===== config.mk =====
export PLATFORM = sky130hd
export DESIGN_NAME = tmr_regif
export DESIGN_NICKNAME = d
export VERILOG_FILES = /design/src/rtl/tmr_pkg.sv /design/src/rtl/tmr_ctrl_dec.sv /design/src/rtl/tmr_chport.sv /design/src/rtl/tmr_chcount.sv /design/src/rtl/tmr_regif.sv
export SDC_FILE = /design/constraint.sdc
export NUM_CORES = 1
export LEC_CHECK = 0
export CAP_MARGIN = 15
export CORE_AREA = 8 8 137 139
export DETAILED_ROUTE_END_ITERATION = 8
export DIE_AREA = 0 0 145 147
export DONT_BUFFER_PORTS = 1
export PLACE_DENSITY = 0.66
export SETUP_SLACK_MARGIN = 0.15
export SYNTH_ARGS = -nofsm -noshare
export SYNTH_HDL_FRONTEND = slang
export SYNTH_SLANG_ARGS = --single-unit

===== constraint.sdc =====
create_clock -name clk -period 3.8 [get_ports clk]
set_input_delay 0.76 -clock clk [delete_from_list [all_inputs] [get_ports clk]]
set_output_delay 0.76 -clock clk [all_outputs]
set_load 0.01 [all_outputs]

===== src/rtl/tmr_pkg.sv =====
package tmr_pkg;

    localparam int BYTE_W = 8;
    localparam int CNT_W  = 2 * BYTE_W;
    localparam int MODE_W = 3;
    localparam int NUM_CH = 3;
    localparam int ADDR_W = 2;
    localparam logic [ADDR_W-1:0] CTRL_ADDR = ADDR_W'(3);
    localparam logic [1:0]        NO_CHAN   = 2'd3;

    typedef enum logic [1:0] {
        ACC_LATCH = 2'd0,
        ACC_LO    = 2'd1,
        ACC_HI    = 2'd2,
        ACC_WORD  = 2'd3
    } acc_e;

    // Field order follows the bit layout of the control byte.
    typedef struct packed {
        logic [1:0]        sel;
        acc_e              acc;
        logic [MODE_W-1:0] mode;
        logic              bcd;
    } ctl_word_t;

    typedef struct packed {
        acc_e              acc;
        logic              hi_next;
        logic [BYTE_W-1:0] lo_hold;
        logic              held;
        logic              held_hi;
        logic [CNT_W-1:0]  snap;
        logic [MODE_W-1:0] mode;
        logic              bcd;
    } port_state_t;

    function automatic ctl_word_t decode_ctl(input logic [BYTE_W-1:0] b);
        return ctl_word_t'(b);
    endfunction

    function automatic logic [BYTE_W-1:0] pick_byte(input logic [CNT_W-1:0] v,
                                                    input logic hi);
        return hi ? v[CNT_W-1:BYTE_W] : v[BYTE_W-1:0];
    endfunction

endpackage


===== src/rtl/tmr_ctrl_dec.sv =====
module tmr_ctrl_dec
    import tmr_pkg::*;
(
    input  logic [ADDR_W-1:0] addr,
    input  logic              wr_en,
    input  logic              rd_en,
    input  logic [BYTE_W-1:0] wdata,
    output logic [NUM_CH-1:0] cfg_we,
    output logic [NUM_CH-1:0] latch_req,
    output logic [NUM_CH-1:0] data_we,
    output logic [NUM_CH-1:0] data_re,
    output ctl_word_t         ctl
);
    logic ctrl_wr;

    always_comb begin
        ctl     = decode_ctl(wdata);
        ctrl_wr = wr_en && (addr == CTRL_ADDR) && (ctl.sel != NO_CHAN);
    end

    for (genvar i = 0; i < NUM_CH; i++) begin : g_hit
        always_comb begin
            cfg_we[i]    = ctrl_wr && (int'(ctl.sel) == i) && (ctl.acc != ACC_LATCH);
            latch_req[i] = ctrl_wr && (int'(ctl.sel) == i) && (ctl.acc == ACC_LATCH);
            data_we[i]   = wr_en && (int'(addr) == i);
            data_re[i]   = rd_en && !wr_en && (int'(addr) == i);
        end
    end
endmodule


===== src/rtl/tmr_chport.sv =====
module tmr_chport
    import tmr_pkg::*;
#(
    parameter logic [MODE_W-1:0] MODE_RST = MODE_W'(3)
) (
    input  logic              clk,
    input  logic              rst,
    input  logic              cfg_we,
    input  ctl_word_t         ctl,
    input  logic              latch_req,
    input  logic              data_we,
    input  logic              data_re,
    input  logic [BYTE_W-1:0] wbyte,
    input  logic [CNT_W-1:0]  live_cnt,
    output logic [BYTE_W-1:0] rbyte,
    output logic              load_stb,
    output logic [CNT_W-1:0]  load_val,
    output logic [MODE_W-1:0] mode,
    output logic              bcd
);
    port_state_t st;

    always_comb begin
        load_stb = 1'b0;
        load_val = '0;
        if (data_we) begin
            unique case (st.acc)
                ACC_LO: begin
                    load_stb = 1'b1;
                    load_val = {{BYTE_W{1'b0}}, wbyte};
                end
                ACC_HI: begin
                    load_stb = 1'b1;
                    load_val = {wbyte, {BYTE_W{1'b0}}};
                end
                ACC_WORD: begin
                    load_stb = st.hi_next;
                    load_val = st.hi_next ? {wbyte, st.lo_hold} : '0;
                end
                default: ;
            endcase
        end
    end

    always_comb begin
        if (st.held) begin
            rbyte = pick_byte(st.snap, st.held_hi);
        end else begin
            unique case (st.acc)
                ACC_HI:   rbyte = pick_byte(live_cnt, 1'b1);
                ACC_WORD: rbyte = pick_byte(live_cnt, st.hi_next);
                default:  rbyte = pick_byte(live_cnt, 1'b0);
            endcase
        end
    end

    always_ff @(posedge clk) begin
        if (rst) begin
            st         <= '0;
            st.acc     <= ACC_LO;
            st.mode    <= MODE_RST;
        end else if (cfg_we) begin
            st.acc     <= ctl.acc;
            st.mode    <= ctl.mode;
            st.bcd     <= ctl.bcd;
            st.hi_next <= 1'b0;
            st.held    <= 1'b0;
            st.held_hi <= 1'b0;
        end else if (latch_req) begin
            if (!st.held) begin
                st.snap    <= live_cnt;
                st.held    <= 1'b1;
                st.held_hi <= 1'b0;
            end
        end else if (data_we) begin
            if (st.acc == ACC_WORD) begin
                if (!st.hi_next) st.lo_hold <= wbyte;
                st.hi_next <= ~st.hi_next;
            end
        end else if (data_re) begin
            if (st.held) begin
                if (st.held_hi) begin
                    st.held    <= 1'b0;
                    st.held_hi <= 1'b0;
                end else begin
                    st.held_hi <= 1'b1;
                end
            end else if (st.acc == ACC_WORD) begin
                st.hi_next <= ~st.hi_next;
            end
        end
    end

    assign mode = st.mode;
    assign bcd  = st.bcd;
endmodule


===== src/rtl/tmr_chcount.sv =====
module tmr_chcount
    import tmr_pkg::*;
#(
    parameter logic GATE_RST = 1'b1
) (
    input  logic             clk,
    input  logic             rst,
    input  logic             load_stb,
    input  logic [CNT_W-1:0] load_val,
    input  logic             tick,
    input  logic             gate_we,
    input  logic             gate_in,
    output logic [CNT_W-1:0] cnt,
    output logic             gate
);
    always_ff @(posedge clk) begin
        if (rst) begin
            cnt  <= '0;
            gate <= GATE_RST;
        end else begin
            if (load_stb)          cnt <= load_val;
            else if (tick && gate) cnt <= cnt - CNT_W'(1);
            if (gate_we)           gate <= gate_in;
        end
    end
endmodule


===== src/rtl/tmr_regif.sv =====
module tmr_regif
    import tmr_pkg::*;
#(
    parameter logic [NUM_CH-1:0] GATE_RST = 3'b011,
    parameter logic [MODE_W-1:0] MODE_RST = MODE_W'(3)
) (
    input  logic                     clk,
    input  logic                     rst,
    input  logic [ADDR_W-1:0]        addr,
    input  logic                     wr_en,
    input  logic [BYTE_W-1:0]        wdata,
    input  logic                     rd_en,
    output logic [BYTE_W-1:0]        rdata,
    input  logic                     tick,
    input  logic                     gate_we,
    input  logic [NUM_CH-1:0]        gate_in,
    output logic [NUM_CH-1:0]        ld_pulse,
    output logic [CNT_W-1:0]         ld_value,
    output logic [NUM_CH*MODE_W-1:0] ch_mode,
    output logic [NUM_CH-1:0]        ch_bcd,
    output logic [NUM_CH-1:0]        ch_gate
);
    logic [NUM_CH-1:0] cfg_we, latch_req, data_we, data_re;
    ctl_word_t         ctl;
    logic [BYTE_W-1:0] rbyte    [NUM_CH];
    logic [CNT_W-1:0]  load_val [NUM_CH];
    logic [CNT_W-1:0]  live     [NUM_CH];

    tmr_ctrl_dec u_dec (
        .addr      (addr),
        .wr_en     (wr_en),
        .rd_en     (rd_en),
        .wdata     (wdata),
        .cfg_we    (cfg_we),
        .latch_req (latch_req),
        .data_we   (data_we),
        .data_re   (data_re),
        .ctl       (ctl)
    );

    for (genvar i = 0; i < NUM_CH; i++) begin : g_ch
        tmr_chport #(.MODE_RST(MODE_RST)) u_port (
            .clk       (clk),
            .rst       (rst),
            .cfg_we    (cfg_we[i]),
            .ctl       (ctl),
            .latch_req (latch_req[i]),
            .data_we   (data_we[i]),
            .data_re   (data_re[i]),
            .wbyte     (wdata),
            .live_cnt  (live[i]),
            .rbyte     (rbyte[i]),
            .load_stb  (ld_pulse[i]),
            .load_val  (load_val[i]),
            .mode      (ch_mode[i*MODE_W +: MODE_W]),
            .bcd       (ch_bcd[i])
        );

        tmr_chcount #(.GATE_RST(GATE_RST[i])) u_cnt (
            .clk      (clk),
            .rst      (rst),
            .load_stb (ld_pulse[i]),
            .load_val (load_val[i]),
            .tick     (tick),
            .gate_we  (gate_we),
            .gate_in  (gate_in[i]),
            .cnt      (live[i]),
            .gate     (ch_gate[i])
        );
    end

    always_comb begin
        ld_value = '0;
        for (int i = 0; i < NUM_CH; i++) begin
            if (ld_pulse[i]) ld_value = ld_value | load_val[i];
        end
    end

    always_comb begin
        rdata = '0;
        if (rd_en && !wr_en && addr != CTRL_ADDR) rdata = rbyte[addr];
    end
endmodule


==> summary.txt, run 1 <==
Synthesis
  – Register area share after synthesis: 35.25%
  – Library cells used by synthesis: 69
  – Asr flop ratio synth: 0%
  – Net Count, Synth: 1026
  – Post-synth EDFFs: 0
  – Synthesis Warnings: 0
  – Mapped Area: 0.008519 mm^2
  – FF+latch count, synth: 150
  – Syn avg cell area: 8.588 um^2
  – Syn Inst Count: 992
  – Top FF cell, synth: dfxtp_1

Pwr
  – LEAKAGE: 3.509 nW
  – Pwr dens: 455.4 mW/mm^2
  – Tot Pwr: 0.004119 W
  – VDD IR max: 302.8 uV

STA
  – Achievable Freq: 0.2831 GHz
  – Final setup fails: 0
  – Tightest Pin Transition: 1.144 ns
  – Final worst-path setup slack: 0.2678 ns
  – Setup TNS: 0 ns
  – Final Hold Fails: 0
  – Worst Skew: 0.008281 ns
  – Max Slew Vio Count: 0
  – Final Critical Period: 3.532 ns
  – Crit share post-route: 92.95%
  – RSZ-0062 raised after global routing: false
  – Max-slew headroom: 23.09%

Placed design
  – Dpl ws: 0.6100 ns
  – I/O Buffers: 0
  – Placer congestion estimate: 0.9095
  – Inst Count DP: 1126
  – HPWL Detailed: 18940 um

Clocking
  – Clk_lat worst skew: 0.43 ns
  – Post-CTS Hold Buffers: 0
  – Post-CTS setup buffers: 0
  – Num CTS Buffers: 17
  – Max Buffers Root-to-Sink: 2
  – Sinks on the clock net: 150
  – Root buffer cell: clkbuf_16
  – CTS clk-pin slew, worst paths: 0.06 ns
  – TritonCTS clock tree: built
  – Post-cts sizing count: 0
  – H-tree Lvls: 4

Final layout
  – Util after Layout: 53.97%
  – Post-Layout Cell Count: 1158
  – # fillers: 1536
  – Fraction of layout cells with a size suffix above 1: 7.610%
  – Area Growth Syn to Fin: 6.154%
  – ANT cells: 0
  – # nets final: 955

GRT
  – Total GRT Usage: 25.03%
  – Largest net degree at the start of global routing: 123
  – Initial antenna violation count: 0
  – Total gr overflow: 0
  – Vias in the first global route: 6860
  – First-pass GRT wire length: 41680 um

Floorplan
  – Initial core utilization: 50.84%
  – Core Region: 0.01676 mm^2
  – Chip height: 147 um
  – Rows: 48
  – Ports: 61
  – Die area: 0.02132 mm^2
  – Die width: 145 um

Critical path
  – Setup slack, reg-to-reg: 0.91 ns
  – CP Class: register to primary output
  – CP Launch Point: g_ch[0].u_port.st[31]$_SDFFE_PP1P_
  – Setup crit end: ld_pulse[0]
  – Worst Reg-to-Reg Cells: 7
  – RR Endpoint: g_ch[1].u_cnt.cnt[9]$_SDFFE_PP0P_
  – Slowest CP cell: or4b_2
  – Worst flop-to-flop path startpoint: g_ch[1].u_port.st[31]$_SDFFE_PP1P_
  – Max incr delay on CP: 0.67 ns
  – Crit path max fanout: 20
  – Required time worst endpoint: 3.04 ns
  – CP cell instances: inv_1 -> ha_1 -> or4b_2 -> or2_2 -> inv_1 -> buf_4
  – Critical Path Start Type: register
  – Cell mode on critical path: inv_1
  – Crit path capture type: primary output
  – Critical path arrival: 2.77 ns

Routing
  – Post-DRT Antenna Nets: 0
  – Residual DRC: 0
  – Via density: 6.544
  – Wirelength, routed: 27410 um
  – Iter 0 DRT Violations: 935
  – First drt pass iteration count: 7
  – Vias: 7578
  – WL/cell: 23.67 um

Flow run
  – Max_cap viols: 0

Min path
  – Hold Crit Start: rst
  – Hold Path Class: input port to register

Run status
  – Status: finished, final reports clean
## state kept, by name, summed over array words and instances (netlist names)
signal,count
g_ch.u_port.st,87
g_ch.u_cnt.cnt,48
g_ch.u_port.mode,9
g_ch.u_cnt.gate,3
g_ch.u_port.bcd,3
## cell families (layout without fill, tap and decap cells)
group,count (synthesis),count (layout),share of synthesized area [%]
compound gates,229,229,20.65
xor+xnor,17,17,1.748
fa+ha+maj,15,15,2.203
buf+inv,124,65,6.345
flops,150,150,35.25
mux,111,111,13.16
simple gates,346,346,20.65
## Yosys cell counts, drive strengths merged, types with 24 or more instances
master,count,area [um^2]
a211oi,24,180.2
a21oi,30,150.1
a32o,25,250.2
buf,28,180.2
clkbuf,75,281.5
dfxtp,150,3003
mux2i,103,1031
nand2,54,202.7
nand3,34,170.2
nor2,123,461.7
nor3,28,140.1
o21ai,24,120.1
## worst min-delay path by stage
stage | cells past startpoint | endpoint | slack [ns]
global route | 1 | g_ch[2].u_port.st[7]$_SDFFE_PP0P_ | 0.40
global placement | 2 | g_ch[1].u_port.st[15]$_SDFFE_PP0P_ | 0.47
CTS | 1 | g_ch[0].u_cnt.cnt[2]$_SDFFE_PP0P_ | 0.40
detailed placement | 2 | g_ch[0].u_port.st[6]$_SDFFE_PP0P_ | 0.47
finish | 1 | g_ch[2].u_port.st[13]$_SDFFE_PP0P_ | 0.41
floorplan | 2 | g_ch[0].u_port.mode[0]$_SDFFE_PP1P_ | 0.44
## per-layer routing
layer / routed length, um / GRT usage [%] / vias up
li1: - / - / 3524
met1: 11790 / 33.48 / 3609
met2: 12080 / 37.01 / 386
met3: 2548 / 6.275 / 59
met4: 983 / 11.84 / 0
met5: 0 / 0 / -
## power by group
group | internal [W] | leakage (nW) | switching (W)
clock | 0.000972 | 0.274 | 0.000708
combinational | 0.000290 | 2.02 | 0.000359
sequential | 0.00164 | 1.22 | 0.000148
## cells in the final DEF, fill, tap and decap left out, types with 4 or more instances in the layout
master	instances
nand3_1	34
or4_1	7
xnor2_1	11
a22o_1	7
clkbuf_16	17
xor2_1	6
a211oi_1	24
nand2_1	54
a22oi_1	12
nand2b_1	7
and2_1	6
ha_1	15
nor2b_1	22
a21oi_1	30
a21o_1	23
mux2_2	8
a32o_1	25
a221o_1	6
nor3b_1	4
mux2i_1	102
a221oi_1	22
a32oi_1	13
or3_1	11
a311o_1	8
and3_1	6
nand4_1	4
nand4b_1	4
o211ai_1	8
inv_1	19
o21ai_0	22
nor3_1	28
nor2_1	123
inv_6	4
nor4_1	8
dfxtp_1	150
buf_4	12
## per-stage QoR
stage,cell area [um^2],hold WS (ns)
6_report,9044,0.4106
5_1_grt,9044,0.4018
4_1_cts,9035,0.3958
3_5_place_dp,8457,0.4717
3_3_place_gp,8457,0.4692
2_1_floorplan,8519,0.4429
## worst max-delay path, delay by kind of cell (launching register included)
family / cells / cell delay [ns]
DFF: 1 / 0.39
adders and majority gates: 1 / 0.21
buffers and inverters: 3 / 0.56
and+or+nand+nor: 2 / 1.17
## final cells by class
cell class | instances | area [um^2] | area share, %
repair buffers | 13 | 95.09 | 1.051
flip-flops and latches | 150 | 3003 | 33.20
clock inverters | 13 | 148.9 | 1.646
well taps | 225 | 281.5 | 3.113
clock buffers | 18 | 429.2 | 4.745
multi-input cells | 718 | 5007 | 55.37
inverters | 21 | 78.83 | 0.8716
(Power assumes the default switching activity.)
==> run 2: changes to the inputs <==
REMOVE_ABC_BUFFERS = 1   (was unset)
==> run 2 against run 1 <==
Register-to-register slack gained 0.22 ns. Wire length shrank 4.0%. Final area grew 0.33%. Worst hold slack lost 0.0034 ns. Clock power grew 3%. Global-route usage shrank 0.83 points. Critical endpoint is now ld_value[3]. Largest power group unchanged.
==> summary.txt, run 2 (synthesis results as in run 1) <==
Run status
  – Status: finished, final reports clean

GRT
  – Total GRT Usage: 24.20% (-0.83 points)
  – Total gr overflow: 0 (unchanged)
  – Initial antenna violation count: 2 (+2)
  – Vias in the first global route: 7078 (+3.2%)
  – Largest net degree at the start of global routing: 123 (unchanged)
  – First-pass GRT wire length: 40960 um (-1.7%)

Routing
  – WL/cell: 22.73 um (-4.0%)
  – Iter 0 DRT Violations: 808 (-14%)
  – Post-DRT Antenna Nets: 0 (unchanged)
  – Via density: 6.544 (about the same)
  – Wirelength, routed: 26300 um (-4.0%)
  – Vias: 7571 (-0.092%)
  – First drt pass iteration count: 5 (-2)
  – Residual DRC: 0 (unchanged)

Critical path
  – CP cell instances: inv_1 -> ha_1 -> or4b_2 -> or2_2 -> clkinvlp_4 -> a22oi_1 -> nand2_1
  – CP Class: register to primary output
  – CP Launch Point: g_ch[0].u_port.st[31]$_SDFFE_PP1P_
  – Crit path capture type: primary output
  – RR Endpoint: g_ch[1].u_cnt.cnt[10]$_SDFFE_PP0P_
  – Required time worst endpoint: 3.04 ns (about the same)
  – Worst flop-to-flop path startpoint: g_ch[1].u_port.st[31]$_SDFFE_PP1P_
  – Critical Path Start Type: register
  – Max incr delay on CP: 0.66 ns (about the same)
  – Setup crit end: ld_value[3]
  – Worst Reg-to-Reg Cells: 8 (+1)
  – Critical path arrival: 2.77 ns (about the same)
  – Setup slack, reg-to-reg: 1.13 ns (+0.22 ns)
  – Crit path max fanout: 20 (unchanged)
  – Slowest CP cell: or4b_2

Final layout
  – # nets final: 955 (unchanged)
  – Largest Register: g_ch.u_port.st
  – # fillers: 1567 (+2.0%)
  – Regs by FF count: g_ch.u_port.st (87), g_ch.u_cnt.cnt (48), g_ch.u_port.mode (9)
  – Area Growth Syn to Fin: 6.506%
  – Commonest cells after routing, fill and taps aside: 150 x dfxtp_1, 123 x nor2_1, 101 x mux2i_1
  – Max reg flops: 87 (unchanged)
  – ANT cells: 0 (unchanged)
  – Commonest non-fill, non-tap cell in the layout: dfxtp_1
  – Post-Layout Cell Count: 1157 (-0.086%)
  – Fraction of layout cells with a size suffix above 1: 7.618% (+0.0082 points)

Clocking
  – TritonCTS clock tree: built
  – Root buffer cell: clkbuf_16
  – Post-CTS Hold Buffers: 0 (unchanged)
  – CTS clk-pin slew, worst paths: 0.06 ns (about the same)
  – H-tree Lvls: 4 (unchanged)
  – Max Buffers Root-to-Sink: 2 (unchanged)
  – Sinks on the clock net: 150 (unchanged)
  – Num CTS Buffers: 17 (unchanged)
  – Clk_lat worst skew: 0.43 ns (about the same)

Floorplan
  – Die width: 145 um (unchanged)
  – Initial core utilization: 50.84% (unchanged)
  – Chip height: 147 um (unchanged)
  – Ports: 61 (unchanged)
  – Rows: 48 (unchanged)
  – Core Region: 0.01676 mm^2 (unchanged)
  – Die area: 0.02132 mm^2 (unchanged)

STA
  – Crit share post-route: 92.90% (about the same)
  – Achievable Freq: 0.2833 GHz (about the same)
  – Max Slew Vio Count: 0 (unchanged)
  – Worst Skew: 0.01005 ns (+0.001769 ns)
  – Hold slack: 0.4072 ns (-0.003405 ns)
  – Final Critical Period: 3.530 ns (-0.001855 ns)
  – Tightest Pin Transition: 0.8989 ns (-0.2453 ns)
  – Max-slew headroom: 39.62% (+17 points)
  – Final Hold Fails: 0 (unchanged)
  – RSZ-0062 raised after global routing: true
  – Final setup fails: 0 (unchanged)

Pwr
  – Pwr dens: 458.6 mW/mm^2 (+0.69%)
  – Sequential power share: 42.9% (-0.6 points)
  – Comb pwr share: 15.5% (-0.3 points)
  – Tot Pwr: 0.004161 W (+1.0%)
  – Clock Power Share: 41.6% (+0.8 points)
  – Internal power: 0.003009 W (+3.6%)
  – LEAKAGE: 3.516 nW (+0.22%)
  – VDD IR max: 310.3 uV (+2.5%)
  – Sw Ratio: 27.69% (-1.8 points)
  – Switching pwr: 0.001152 W (-5.2%)

Placed design
  – Placer congestion estimate: 0.8912 (-2.0%)
  – Inst Count DP: 1127 (+0.089%)
  – HPWL Detailed: 18240 um (-3.7%)
  – I/O Buffers: 0 (unchanged)

Flow run
  – Max_cap viols: 0 (unchanged)

Min path
  – Hold Path Class: input port to register
-- run 2: worst min-delay path by stage --
| stage | slack, ns | cells after the start | end | from |
|---|---|---|---|---|
| after floorplan | 0.45 | 2 | g_ch[0].u_port.st[11]$_SDFFE_PP0P_ | g_ch[0].u_port.st[11]$_SDFFE_PP0P_ |
| after global placement | 0.46 | 2 | g_ch[0].u_port.st[8]$_SDFFE_PP0P_ | g_ch[0].u_port.st[8]$_SDFFE_PP0P_ |
| after detailed placement | 0.48 | 2 | g_ch[0].u_port.st[10]$_SDFFE_PP0P_ | g_ch[0].u_port.st[10]$_SDFFE_PP0P_ |
| after CTS | 0.40 | 1 | g_ch[2].u_port.st[25]$_SDFFE_PP0P_ | rst |
| after global routing | 0.39 | 1 | g_ch[2].u_port.st[25]$_SDFFE_PP0P_ | rst |
| final | 0.41 | 1 | g_ch[2].u_port.st[23]$_SDFFE_PP0P_ | rst |
-- run 2: worst max-delay path, delay by kind of cell (launching register included) --
family / cells / cell delay, ns
and+or+nand+nor: 3 / 1.33
adders and majority gates: 1 / 0.21
buffers and inverters: 2 / 0.31
DFF: 1 / 0.38
AOI/OAI and AO/OA: 1 / 0.12
-- run 2: power by group through the flow --
stage / registers (W) / logic [W] / clock network (W)
2_1_floorplan: 0.00175 / 0.000503 / 0
3_3_place_gp: 0.00181 / 0.000624 / 0
3_5_place_dp: 0.00181 / 0.000628 / 0
4_1_cts: 0.00178 / 0.000633 / 0.00175
5_1_grt: 0.00179 / 0.000709 / 0.00182
6_report: 0.00178 / 0.000646 / 0.00173
-- run 2: layout make-up --
type | instances | area, um^2 | area share [%]
clock inverter | 8 | 123.9 | 1.365
inverter | 21 | 82.58 | 0.9101
multi-input combinational | 718 | 5011 | 55.23
clock buffer | 22 | 474.2 | 5.226
timing repair buffer | 13 | 97.59 | 1.076
tap | 225 | 281.5 | 3.103
sequential | 150 | 3003 | 33.09
-- run 2: layer usage --
layer  vias up  GRT usage [%]  share of wire [%]
met3        47          7.167                9.4
met1      3662          31.13                 43
met2       360          37.38                 45
met5         -              0                  0
met4         0          9.469                3.0
li1       3502              -                  -
-- run 2: repair_timing --
| action | 4_1_cts | 5_1_grt |
|---|---|---|
| setup endpoints to repair | 0 | 10 |
| setup buffers | 0 | 0 |
| resized for setup | 0 | 3 |
-- run 2: per-stage QoR --
step	area, um^2	utilization (%)	setup TNS [ns]	setup slack, ns
floorplan	8058	-	-2.707	-0.1692
global route	9074	54.15	0	0.1232
global placement	8464	50.52	0	0.5100
finish	9074	54.15	0	0.2696
CTS	9062	54.08	0	0.1859
detailed placement	8464	50.52	0	0.4778
==> run 3: changes to the inputs <==
PLACE_DENSITY = 0.71   (was 0.66)
TNS_END_PERCENT = 10   (was unset)
==> run 3 against run 2 <==
Sequential power hardly changed. Wire length is 1.0% lower. Critical path depth is 2 lower. Critical endpoint is now rdata[4]. Clock-buffer cell count is 3 lower. Final area shrank 0.23%. Non-clock buffer count down 2. Sequential share of layout area grew 0.078 points. Clock skew is 0.0024 ns lower. Global-route usage is 0.39 points lower. Worst hold slack improved by 0.0022 ns.
==> summary.txt, run 3 (synthesis results as in run 1) <==
Routing
  – WL/cell: 22.50 um (-1.0%)
  – Post-DRT Antenna Nets: 0 (unchanged)
  – Vias: 7561 (-0.13%)
  – Residual DRC: 0 (unchanged)
  – Via density: 6.535 (-0.13%)
  – Iter 0 DRT Violations: 1007 (+25%)
  – First drt pass iteration count: 5 (unchanged)
  – Wirelength, routed: 26030 um (-1.0%)

Clocking
  – Max Buffers Root-to-Sink: 2 (unchanged)
  – CTS clk-pin slew, worst paths: 0.06 ns (about the same)
  – Root buffer cell: clkbuf_16
  – Post-CTS setup buffers: 0 (unchanged)
  – Clk_lat worst skew: 0.44 ns (about the same)
  – Num CTS Buffers: 17 (unchanged)
  – TritonCTS clock tree: built
  – H-tree Lvls: 4 (unchanged)
  – Sinks on the clock net: 150 (unchanged)
  – Post-CTS Hold Buffers: 0 (unchanged)

Floorplan
  – Die area: 0.02132 mm^2 (unchanged)
  – Rows: 48 (unchanged)
  – Chip height: 147 um (unchanged)
  – Initial core utilization: 50.84% (unchanged)
  – Die width: 145 um (unchanged)
  – Core Region: 0.01676 mm^2 (unchanged)
  – Ports: 61 (unchanged)

Pwr
  – Tot Pwr: 0.004150 W (-0.27%)
  – LEAKAGE: 3.511 nW (-0.15%)
  – Pwr dens: 458.4 mW/mm^2 (about the same)
  – VDD IR max: 341.5 uV (+10%)

Critical path
  – Worst flop-to-flop path startpoint: g_ch[2].u_cnt.cnt[0]$_SDFFE_PP0P_
  – Crit path capture type: primary output
  – Required time worst endpoint: 3.04 ns (about the same)
  – Max incr delay on CP: 0.57 ns (-0.09 ns)
  – Crit path max fanout: 11 (-45%)
  – CP cell instances: ha_1 -> mux2i_1 -> nand3_1 -> a311o_1 -> a221oi_1
  – Critical path arrival: 2.74 ns (-0.03 ns)
  – Largest delay share family, worst path: compound AO/OA/AOI/OAI gates
  – CP Class: register to primary output
  – Worst Reg-to-Reg Cells: 6 (-2)
  – Slowest CP cell: mux2i_1
  – RR Endpoint: g_ch[2].u_cnt.cnt[14]$_SDFFE_PP0P_
  – Critical Path Start Type: register
  – Setup slack, reg-to-reg: 1.14 ns (about the same)
  – CP Buf/Inv Count: 0 (-2)

Final layout
  – Multi-input gate area: 0.005006 mm^2 (about the same)
  – ANT cells: 0 (unchanged)
  – Commonest cells after routing, fill and taps aside: 150 x dfxtp_1, 123 x nor2_1, 103 x mux2i_1
  – Fin area: 0.009052 mm^2 (-0.23%)
  – Util after Layout: 54.02% (-0.13 points)
  – Sequential cell area: 0.003003 mm^2 (unchanged)
  – Fraction of layout cells with a size suffix above 1: 7.511% (-0.11 points)
  – # nets final: 953 (-0.21%)
  – Regs by FF count: g_ch.u_port.st (87), g_ch.u_cnt.cnt (48), g_ch.u_port.mode (9)
  – # fillers: 1544 (-1.5%)
  – Largest Register: g_ch.u_port.st
  – Commonest non-fill, non-tap cell in the layout: dfxtp_1
  – Area Growth Syn to Fin: 6.256%
  – Max reg flops: 87 (unchanged)

STA
  – Worst Skew: 0.007611 ns (-0.002439 ns)
  – Max Slew Vio Count: 0 (unchanged)
  – Achievable Freq: 0.2857 GHz (+0.87%)
  – Final Hold Fails: 0 (unchanged)
  – Setup TNS: 0 ns (unchanged)
  – Max-slew headroom: 26.51% (-13 points)
  – Final setup fails: 0 (unchanged)
  – RSZ-0062 raised after global routing: true
  – Final worst-path setup slack: 0.3000 ns (+0.03034 ns)
  – Final Critical Period: 3.500 ns (-0.03034 ns)
  – Crit share post-route: 92.11% (-0.80 points)
  – Tightest Pin Transition: 1.087 ns (+0.1882 ns)

GRT
  – Initial antenna violation count: 0 (-2)
  – First-pass GRT wire length: 40130 um (-2.0%)
  – Vias in the first global route: 6901 (-2.5%)
  – Total GRT Usage: 23.81% (-0.39 points)
  – Total gr overflow: 0 (unchanged)
  – Largest net degree at the start of global routing: 123 (unchanged)

Min path
  – Hold depth: 1 (unchanged)
  – Hold Path Class: input port to register
  – Hold Crit Start: rst
  – Worst Hold End: g_ch[2].u_cnt.cnt[0]$_SDFFE_PP0P_

Placed design
  – HPWL Detailed: 18140 um (-0.56%)
  – Placed Area: 0.008449 mm^2 (-0.18%)
  – Dpl ws: 0.5318 ns (+0.05394 ns)
  – Placer congestion estimate: 0.9143 (+2.6%)
  – I/O Buffers: 0 (unchanged)

Flow run
  – Max_cap viols: 0 (unchanged)

Run status
  – Status: finished, final reports clean
[run 3: cell types whose count changed in the layout (fill, tap and decap cells not counted), sizes merged]
cell | before | now
buf | 13 | 11
inv | 18 | 22
bufinv | 3 | 2
clkbuf | 22 | 19
clkinvlp | 3 | 4
clkinv | 5 | 6
[run 3: final cells by class]
type                    instances  area share [%]
well taps                     225           3.110
clock buffers                  19           5.003
repair buffers                 11          0.9122
flip-flops and latches        150           33.17
inverters                      21          0.8708
multi-input cells             718           55.30
clock inverters                13           1.631
[run 3: how the worst max path moves through the flow]
stage	startpoint	endpoint	slack, ns	cells after the start
finish	g_ch[1].u_port.st[31]$_SDFFE_PP1P_	rdata[4]	0.30	5
global route	g_ch[2].u_port.st[32]$_SDFFE_PP0P_	rdata[4]	0.12	5
CTS	g_ch[0].u_port.st[31]$_SDFFE_PP1P_	ld_value[3]	0.23	7
detailed placement	addr[1]	ld_value[3]	0.53	5
global placement	addr[1]	ld_value[3]	0.53	5
floorplan	wdata[4]	g_ch[0].u_port.st[10]$_SDFFE_PP0P_	-0.17	4
[run 3: timing repair]
| item | CTS | global route |
|---|---|---|
| endpoints found under the hold margin | 0 | 0 |
| endpoints found under the setup margin | 0 | 8 |
| gates resized for setup | 0 | 1 |
[run 3: per-layer routing]
layer	GRT usage, %	share of wire (%)	vias to the layer above	wire, um
met4	11.89	3.7	0	973
met3	5.352	9.2	58	2389
li1	-	-	3509	-
met2	36.38	45	382	11630
met1	31.08	42	3612	11040
met5	0	0	-	0
[run 3: stage by stage]
stage,hold WS [ns],std cells
floorplan,0.4520,889
global placement,0.4684,1125
detailed placement,0.4746,1125
CTS,0.3914,1157
global route,0.3943,1157
finish,0.4094,1157
[run 3: report_power, final]
group | switching (W) | internal, W
sequential | 0.000144 | 0.00164
clock | 0.000719 | 0.00101
combinational | 0.000349 | 0.000287
total | 0.00121 | 0.00294
